**src/rtl/sfm_pkg.sv**
```systemverilog
package sfm_pkg;

  // Datapath operation selected by the sequencer for one edge.
  typedef enum logic [2:0] {
    OP_IDLE  = 3'd0,
    OP_CORR  = 3'd1,
    OP_ADD   = 3'd2,
    OP_SHR   = 3'd3,
    OP_ALIGN = 3'd4,
    OP_LDB   = 3'd5,
    OP_SHL   = 3'd6
  } sfm_op_e;

  typedef enum logic {
    ST_IDLE = 1'b0,
    ST_RUN  = 1'b1
  } sfm_state_e;

endpackage

```
**src/rtl/sfm_seq.sv**
```systemverilog
module sfm_seq
  import sfm_pkg::*;
#(
  parameter int W = 20
) (
  input  logic    clk,
  input  logic    rst_n,
  input  logic    start,
  input  logic    load_mplier,
  input  logic    shl,
  output sfm_op_e op,
  output logic    ld_c_ok,
  output logic    busy,
  output logic    done
);

  localparam int STEPS = 2 * W + 1;
  localparam int CW    = $clog2(STEPS + 1);
  localparam logic [CW-1:0] LAST = CW'(STEPS - 1);

  sfm_state_e    state_q, state_d;
  logic [CW-1:0] cnt_q, cnt_d;
  logic          done_q, done_d;
  logic          cnt_en;

  always_comb begin
    state_d = state_q;
    cnt_d   = cnt_q;
    done_d  = done_q;
    cnt_en  = 1'b0;
    op      = OP_IDLE;
    unique case (state_q)
      ST_IDLE: begin
        if (start) begin
          state_d = ST_RUN;
          cnt_d   = '0;
          cnt_en  = 1'b1;
          done_d  = 1'b0;
        end else if (load_mplier) begin
          op = OP_LDB;
        end else if (shl) begin
          op = OP_SHL;
        end
      end
      ST_RUN: begin
        if (cnt_q == '0)        op = OP_CORR;
        else if (cnt_q == LAST) op = OP_ALIGN;
        else if (cnt_q[0])      op = OP_ADD;
        else                    op = OP_SHR;
        cnt_en = 1'b1;
        if (cnt_q == LAST) begin
          state_d = ST_IDLE;
          done_d  = 1'b1;
          cnt_d   = '0;
        end else begin
          cnt_d = cnt_q + 1'b1;
        end
      end
      default: state_d = ST_IDLE;
    endcase
  end

  always_ff @(posedge clk or negedge rst_n) begin
    if (!rst_n) begin
      state_q <= ST_IDLE;
      done_q  <= 1'b0;
    end else begin
      state_q <= state_d;
      done_q  <= done_d;
    end
  end

  always_ff @(posedge clk or negedge rst_n) begin
    if (!rst_n) begin
      cnt_q <= '0;
    end else if (cnt_en) begin
      cnt_q <= cnt_d;
    end
  end

  assign busy    = (state_q == ST_RUN);
  assign done    = done_q;
  assign ld_c_ok = (state_q == ST_IDLE) && !start;

  // a finished result and a run in progress never coexist
  a_r5_busy_done_excl: assert property (@(posedge clk) disable iff (!rst_n)
    !(busy && done_q));

  // done only rises out of a run
  a_r5_done_from_run: assert property (@(posedge clk) disable iff (!rst_n)
    $rose(done_q) |-> $past(state_q == ST_RUN));

  // once running, each edge advances one step whatever start does
  a_r6_run_advances: assert property (@(posedge clk) disable iff (!rst_n)
    (state_q == ST_RUN && cnt_q != LAST) |=>
      (state_q == ST_RUN && cnt_q == $past(cnt_q) + 1'b1));

endmodule

```
**src/rtl/sfm_path.sv**
```systemverilog
module sfm_path
  import sfm_pkg::*;
#(
  parameter int W = 20
) (
  input  logic         clk,
  input  logic         rst_n,
  input  sfm_op_e      op,
  input  logic         ld_c,
  input  logic [W-1:0] mcand_in,
  input  logic [W-1:0] mplier_in,
  output logic [W-1:0] hi,
  output logic [W-1:0] lo
);

  localparam int MW = W + 1;  // corrected multiplicand
  localparam int AW = W + 2;  // accumulator with headroom

  logic [W-1:0]  c_q;
  logic [MW-1:0] mc_q, mc_d;
  logic [AW-1:0] acc_q, acc_d;
  logic [W-1:0]  lo_q, lo_d;
  logic          mc_en, acc_en, lo_en;
  logic [MW-1:0] c_ext;
  logic          b_neg;

  assign c_ext = {c_q[W-1], c_q};
  assign b_neg = lo_q[W-1];

  always_comb begin
    mc_d   = mc_q;
    acc_d  = acc_q;
    lo_d   = lo_q;
    mc_en  = 1'b0;
    acc_en = 1'b0;
    lo_en  = 1'b0;
    unique case (op)
      OP_CORR: begin
        // a*b == (-a)*(-b): make the multiplier non-negative up front
        mc_d   = b_neg ? (~c_ext + 1'b1) : c_ext;
        lo_d   = b_neg ? (~lo_q + 1'b1) : lo_q;
        acc_d  = '0;
        mc_en  = 1'b1;
        acc_en = 1'b1;
        lo_en  = 1'b1;
      end
      OP_ADD: begin
        acc_d  = acc_q + {mc_q[MW-1], mc_q};
        acc_en = lo_q[0];
      end
      OP_SHR: begin
        acc_d  = {acc_q[AW-1], acc_q[AW-1:1]};
        lo_d   = {acc_q[0], lo_q[W-1:1]};
        acc_en = 1'b1;
        lo_en  = 1'b1;
      end
      OP_ALIGN: begin
        // drop the spent multiplier bit, leaving the product doubled
        lo_d  = {lo_q[W-1:1], 1'b0};
        lo_en = 1'b1;
      end
      OP_LDB: begin
        lo_d  = mplier_in;
        lo_en = 1'b1;
      end
      OP_SHL: begin
        acc_d  = {acc_q[AW-2:0], lo_q[W-1]};
        lo_d   = {lo_q[W-2:0], 1'b0};
        acc_en = 1'b1;
        lo_en  = 1'b1;
      end
      default: ;
    endcase
  end

  always_ff @(posedge clk or negedge rst_n) begin
    if (!rst_n) c_q <= '0;
    else if (ld_c) c_q <= mcand_in;
  end

  always_ff @(posedge clk or negedge rst_n) begin
    if (!rst_n) mc_q <= '0;
    else if (mc_en) mc_q <= mc_d;
  end

  always_ff @(posedge clk or negedge rst_n) begin
    if (!rst_n) acc_q <= '0;
    else if (acc_en) acc_q <= acc_d;
  end

  always_ff @(posedge clk or negedge rst_n) begin
    if (!rst_n) lo_q <= '0;
    else if (lo_en) lo_q <= lo_d;
  end

  assign hi = acc_q[W-1:0];
  assign lo = lo_q;

  // alignment always leaves the lowest product bit clear
  a_r4_align_lsb: assert property (@(posedge clk) disable iff (!rst_n)
    (op == OP_ALIGN) |=> (lo_q[0] == 1'b0));

  // a left shift moves exactly one bit across the word boundary
  a_r9_shl_cross: assert property (@(posedge clk) disable iff (!rst_n)
    (op == OP_SHL) |=> (acc_q[0] == $past(lo_q[W-1]) &&
                        acc_q[W-1:1] == $past(acc_q[W-2:0]) &&
                        lo_q == {$past(lo_q[W-2:0]), 1'b0}));

  // the multiplicand holds still across arithmetic steps
  a_r1_mcand_hold: assert property (@(posedge clk) disable iff (!rst_n)
    (op == OP_ADD || op == OP_SHR) |=> $stable(c_q));

endmodule

```
**src/rtl/sfm_fmt.sv**
```systemverilog
module sfm_fmt #(
  parameter int W = 20
) (
  input  logic [W-1:0] hi,
  input  logic [W-1:0] lo,
  output logic [W-1:0] rnd,
  output logic [W-1:0] lo_early
);

  // fold the top bit of the low word into the bottom of the high word
  assign rnd = hi + W'(lo[W-1]);

  // low word one place early, sign copied into the freed top bit
  assign lo_early = {hi[W-1], lo[W-1:1]};

endmodule

```
**src/rtl/sfm_top.sv**
```systemverilog
module sfm_top
  import sfm_pkg::*;
#(
  parameter int W = 20
) (
  input  logic         clk,
  input  logic         rst_n,
  input  logic [W-1:0] mcand_in,
  input  logic         load_mcand,
  input  logic [W-1:0] mplier_in,
  input  logic         load_mplier,
  input  logic         start,
  input  logic         shl,
  output logic         busy,
  output logic         done,
  output logic [W-1:0] prod_hi,
  output logic [W-1:0] prod_lo,
  output logic [W-1:0] prod_round,
  output logic [W-1:0] prod_lo_early
);

  logic [1:0] rst_sync_q;
  logic       rst_core_n;
  sfm_op_e    op;
  logic       ld_c_ok;

  // asynchronous assert, synchronous release
  always_ff @(posedge clk or negedge rst_n) begin
    if (!rst_n) rst_sync_q <= 2'b00;
    else        rst_sync_q <= {rst_sync_q[0], 1'b1};
  end
  assign rst_core_n = rst_sync_q[1];

  sfm_seq #(.W(W)) u_seq (
    .clk         (clk),
    .rst_n       (rst_core_n),
    .start       (start),
    .load_mplier (load_mplier),
    .shl         (shl),
    .op          (op),
    .ld_c_ok     (ld_c_ok),
    .busy        (busy),
    .done        (done)
  );

  sfm_path #(.W(W)) u_path (
    .clk       (clk),
    .rst_n     (rst_core_n),
    .op        (op),
    .ld_c      (ld_c_ok && load_mcand),
    .mcand_in  (mcand_in),
    .mplier_in (mplier_in),
    .hi        (prod_hi),
    .lo        (prod_lo)
  );

  sfm_fmt #(.W(W)) u_fmt (
    .hi       (prod_hi),
    .lo       (prod_lo),
    .rnd      (prod_round),
    .lo_early (prod_lo_early)
  );

  // every completed run ends with a clear lowest product bit
  a_r4_done_lsb: assert property (@(posedge clk) disable iff (!rst_core_n)
    $fell(busy) |-> (prod_lo[0] == 1'b0));

  // with nothing requested on an idle edge the product holds
  a_r9_idle_hold: assert property (@(posedge clk) disable iff (!rst_core_n)
    (!busy && !start && !load_mplier && !shl) |=>
      ($stable(prod_hi) && $stable(prod_lo)));

endmodule

```
**config.mk**
```make
export PLATFORM = sky130hd
export DESIGN_NAME = sfm_top
export DESIGN_NICKNAME = d
export VERILOG_FILES = /design/src/rtl/sfm_pkg.sv /design/src/rtl/sfm_seq.sv /design/src/rtl/sfm_path.sv /design/src/rtl/sfm_fmt.sv /design/src/rtl/sfm_top.sv
export SDC_FILE = /design/constraint.sdc
export NUM_CORES = 1
export LEC_CHECK = 0
export ABC_CLOCK_PERIOD_IN_PS = 3400
export BUFFER_PORTS_ARGS = -buffer_cell sky130_fd_sc_hd__buf_2
export CORE_ASPECT_RATIO = 0.6
export CORE_UTILIZATION = 50
export DETAILED_ROUTE_END_ITERATION = 10
export HOLD_SLACK_MARGIN = 0.12
export PLACE_DENSITY = 0.73
export SYNTH_ARGS = -nofsm -noshare
export SYNTH_HDL_FRONTEND = slang
export SYNTH_SLANG_ARGS = --single-unit
```
**constraint.sdc**
```tcl
create_clock -name clk -period 3.4 [get_ports clk]
set_clock_uncertainty 0.2 [all_clocks]
set_input_delay 0.68 -clock clk [delete_from_list [all_inputs] [get_ports clk]]
set_output_delay 0.68 -clock clk [all_outputs]
set_load 0.03 [all_outputs]
```
==> flow_summary.json <==
{
  "dr_wl_met3_mm": 2.02,
  "cts_made_buffers": 9,
  "io_buffers": 127,
  "drv.max_cap_violation_count": 0,
  "ant_nets": 0,
  "synth_area_per_cell_um2": 8.67,
  "antenna_cells": 0,
  "power_density_nw_per_um2": 921,
  "synth_area_leaders": "dfrtp_1 35%, o21ai_0 7.2%, ha_1 5.1%",
  "power.share.combinational": 0.549,
  "n_fill_cell": 1154,
  "power.internal_mw": 3.53,
  "pwr-share-clk": 0.164,
  "start_util": 0.514,
  "fin_total_pwr_mw": 7.02,
  "worstPathArrival_ns": 3.28,
  "slew_violations": 0,
  "async_reset_ff_frac": 1.00,
  "ios": 128,
  "place_worst_setup_slack_ns": 0.145,
  "drive_gt1_frac": 0.246,
  "status": "complete, no violations",
  "vdd.ir_drop.worst_uv": 526,
  "dr.pass1.iters": 8,
  "postPlaceCellArea_um2": 7240,
  "dieArea_um2": 13700,
  "pwr-share-seq": 0.286,
  "setup_ws_ns": 0.146,
  "post-route-min-period_ns": 3.25,
  "clock-sinks": 93,
  "critical_setup_path_kind": "reg2reg",
  "power_leakage_nw": 3.59,
  "grt_start_max_net_pins": 58,
  "m1WireLength_mm": 8.83,
  "cts_tree": "built",
  "final-hold-violation-count": 0,
  "yosysSeqAreaShare": 0.351,
  "grt_setup_unrepaired": "false",
  "final_total_negative_setup_slack_ns": 0,
  "final_cell_mix": "127 x buf_2, 95 x o21ai_0, 89 x dfrtp_1",
  "drt-total-wl_mm": 19.4,
  "first_iter_violations": 747,
  "total_number_of_vias": 6425,
  "route.detailed.vias_per_inst": 6.28,
  "area_grow_syn2layout_pct": 15.1,
  "yosys_top_cell_by_area": "dfrtp_1",
  "switching_power_mw": 3.49,
  "timing.fmax_mhz": 307,
  "timing.slew.headroom": 0.480,
  "num-nets-final": 922,
  "synthesis.area_um2": 6620,
  "ys_warn_count": 0,
  "maxUsedRoutingLayer": "met4",
  "timing.final.crit_share": 0.957,
  "clock_latency_ns": 0.34,
  "fin_worst_hold_slack_ns": 0.162,
  "antenna_found_initial": 0,
  "holdCritPathClass": "reg2reg",
  "grt_pass1_vias": 5844,
  "detailroute.wirelength.met2_mm": 8.32,
  "root_buf_cell": "clkbuf_16",
  "timing.final.setup_violations": 0,
  "gp_routability_congestion": 0.969,
  "grt_usage": 0.287,
  "gr-total-overflow": 0,
  "synthDominantCellAreaShare": 0.351,
  "detailed_place_hpwl_mm": 14.1,
  "number_of_nets_produced_by_synthesis": 838,
  "avgRoutedWirePerCell_um": 18.9,
  "most_common_cell_after_layout_fill_and_taps_aside": "buf_2",
  "die_width_um": 151,
  "placed_cells": 1005,
  "cts.reportedPaths.clkPinSlew_ns": 0.07,
  "worst_slew_pin_slew_ns": 0.781,
  "flip_flop_and_latch_count_after_synthesis": 93,
  "synth_cells": 764,
  "p_sw_frac": 0.497,
  "grt_pass1_wl_mm": 30.6,
  "placement_rows": 32,
  "core_region_area_um2": 12900,
  "utilization": 0.591,
  "crit_start_category": "flip-flop",
  "critical_path_fanouts_max": 6,
  "crit_required_ns": 3.43,
  "timing.critical_path.to_type": "flip-flop",
  "synth-main-ff-cell": "dfrtp_1",
  "final_area_um2": 7620,
  "count_of_flip_flops_with_a_built_in_enable_after_synthesis": 0,
  "die_h_um": 91.1,
  "max-clock-path-buffers": 2,
  "netlist-cell-type-count": 68,
  "drcViolationCount": 0,
  "maximum_level_of_the_cts_h_tree": 3,
  "layout.cells.non_filler": 1023
}
==> worst paths after layout <==
path | end | slack [ns] | from | depth (start not counted)
min in group asynchronous | u_path.lo[19]$_DFFE_PN0P_ | 0.21 | rst_sync_q[1]$_DFF_PN0_ | 0
max reg2reg | u_path.lo[18]$_DFFE_PN0P_ | 0.15 | u_path.lo[0]$_DFFE_PN0P_ | 9
min reg2reg | rst_sync_q[1]$_DFF_PN0_ | 0.16 | rst_sync_q[0]$_DFF_PN0_ | 0
max | u_path.lo[18]$_DFFE_PN0P_ | 0.15 | u_path.lo[0]$_DFFE_PN0P_ | 9
max in group asynchronous | u_path.acc_q[14]$_DFFE_PN0P_ | 2.02 | rst_sync_q[1]$_DFF_PN0_ | 1
min | rst_sync_q[1]$_DFF_PN0_ | 0.16 | rst_sync_q[0]$_DFF_PN0_ | 0
==> area by class of cell <==
type,count,area (µm²),share of cell area
Sequential cell,93,2330,0.306
Timing Repair Buffer,160,886,0.116
Inverter,18,67.6,0.00887
Clock buffer,12,267,0.0350
Clock inverter,4,77.6,0.0102
Tap cell,170,213,0.0279
Multi-Input combinational cell,566,3770,0.495
==> logic make-up after synthesis <==
family,count (synthesis),synth area share
AOI/OAI and AO/OA,245,0.245
xor gates and xnor gates,56,0.0741
adders and majority gates,28,0.0540
buffers and inverters,105,0.0822
DFF,93,0.351
muxes,19,0.0319
other,1,0.000566
and+or+nand+nor,217,0.160
==> state kept, by name, summed over array words and instances, names as in the netlist <==
name,cells
rst_sync_q,2
u_path.acc_q,22
u_path.c_q,20
u_path.lo,20
u_path.mc_q,21
u_seq.busy,1
u_seq.cnt_q,6
u_seq.done,1
==> per-layer routing <==
layer / up-vias / global-route usage
met5: - / 0
met2: 345 / 0.403
met1: 3099 / 0.441
met3: 23 / 0.0653
met4: 0 / 0.0650
li1: 2958 / -
==> worst max-delay path, stage by stage, from the launching register on <==
cell,delay (ns)
dfrtp_1,0.42
inv_1,0.12
ha_1,0.18
inv_1,0.05
or3_1,0.37
or4_1,0.53
or4_4,0.47
or3_1,0.37
o31a_1,0.26
o32a_1,0.17
==> synthesized netlist by cell type, drive strengths merged (3+ instances only) <==
cell type / count
nand4: 8
nand2: 87
or4: 8
o22ai: 4
or3: 10
inv: 18
and3: 9
a21oi: 36
nor3: 12
a222oi: 25
o31a: 10
a221oi: 5
buf: 43
nor4: 3
o21ai: 97
nand2b: 8
o21a: 3
ha: 27
or3b: 3
o31ai: 7
o221ai: 4
clkbuf: 44
dfrtp: 93
xnor2: 26
a22oi: 7
and2: 4
nor2: 41
a31oi: 5
nand3: 10
xor2: 30
and4: 4
a22o: 8
a21o: 11
mux2: 17
o41ai: 4
==> power groups by stage <==
stage / combinational, mW / clock (mW) / sequential [mW]
detailed placement: 3.76 / 0 / 2.01
CTS: 3.81 / 1.17 / 1.99
global placement: 3.72 / 0 / 1.98
floorplan: 2.82 / 0 / 2.04
global route: 4.17 / 1.20 / 2.07
finish: 3.86 / 1.15 / 2.01
==> what timing repair did <==
| item | CTS | global route |
|---|---|---|
| endpoints found under the setup margin | 0 | 12 |
| setup buffers | 0 | 1 |
| hold endpoints to repair | 2 | 0 |
| resized for setup | 0 | 8 |
| hold buffers | 1 | 0 |
Power figures use the tool's default switching activity.
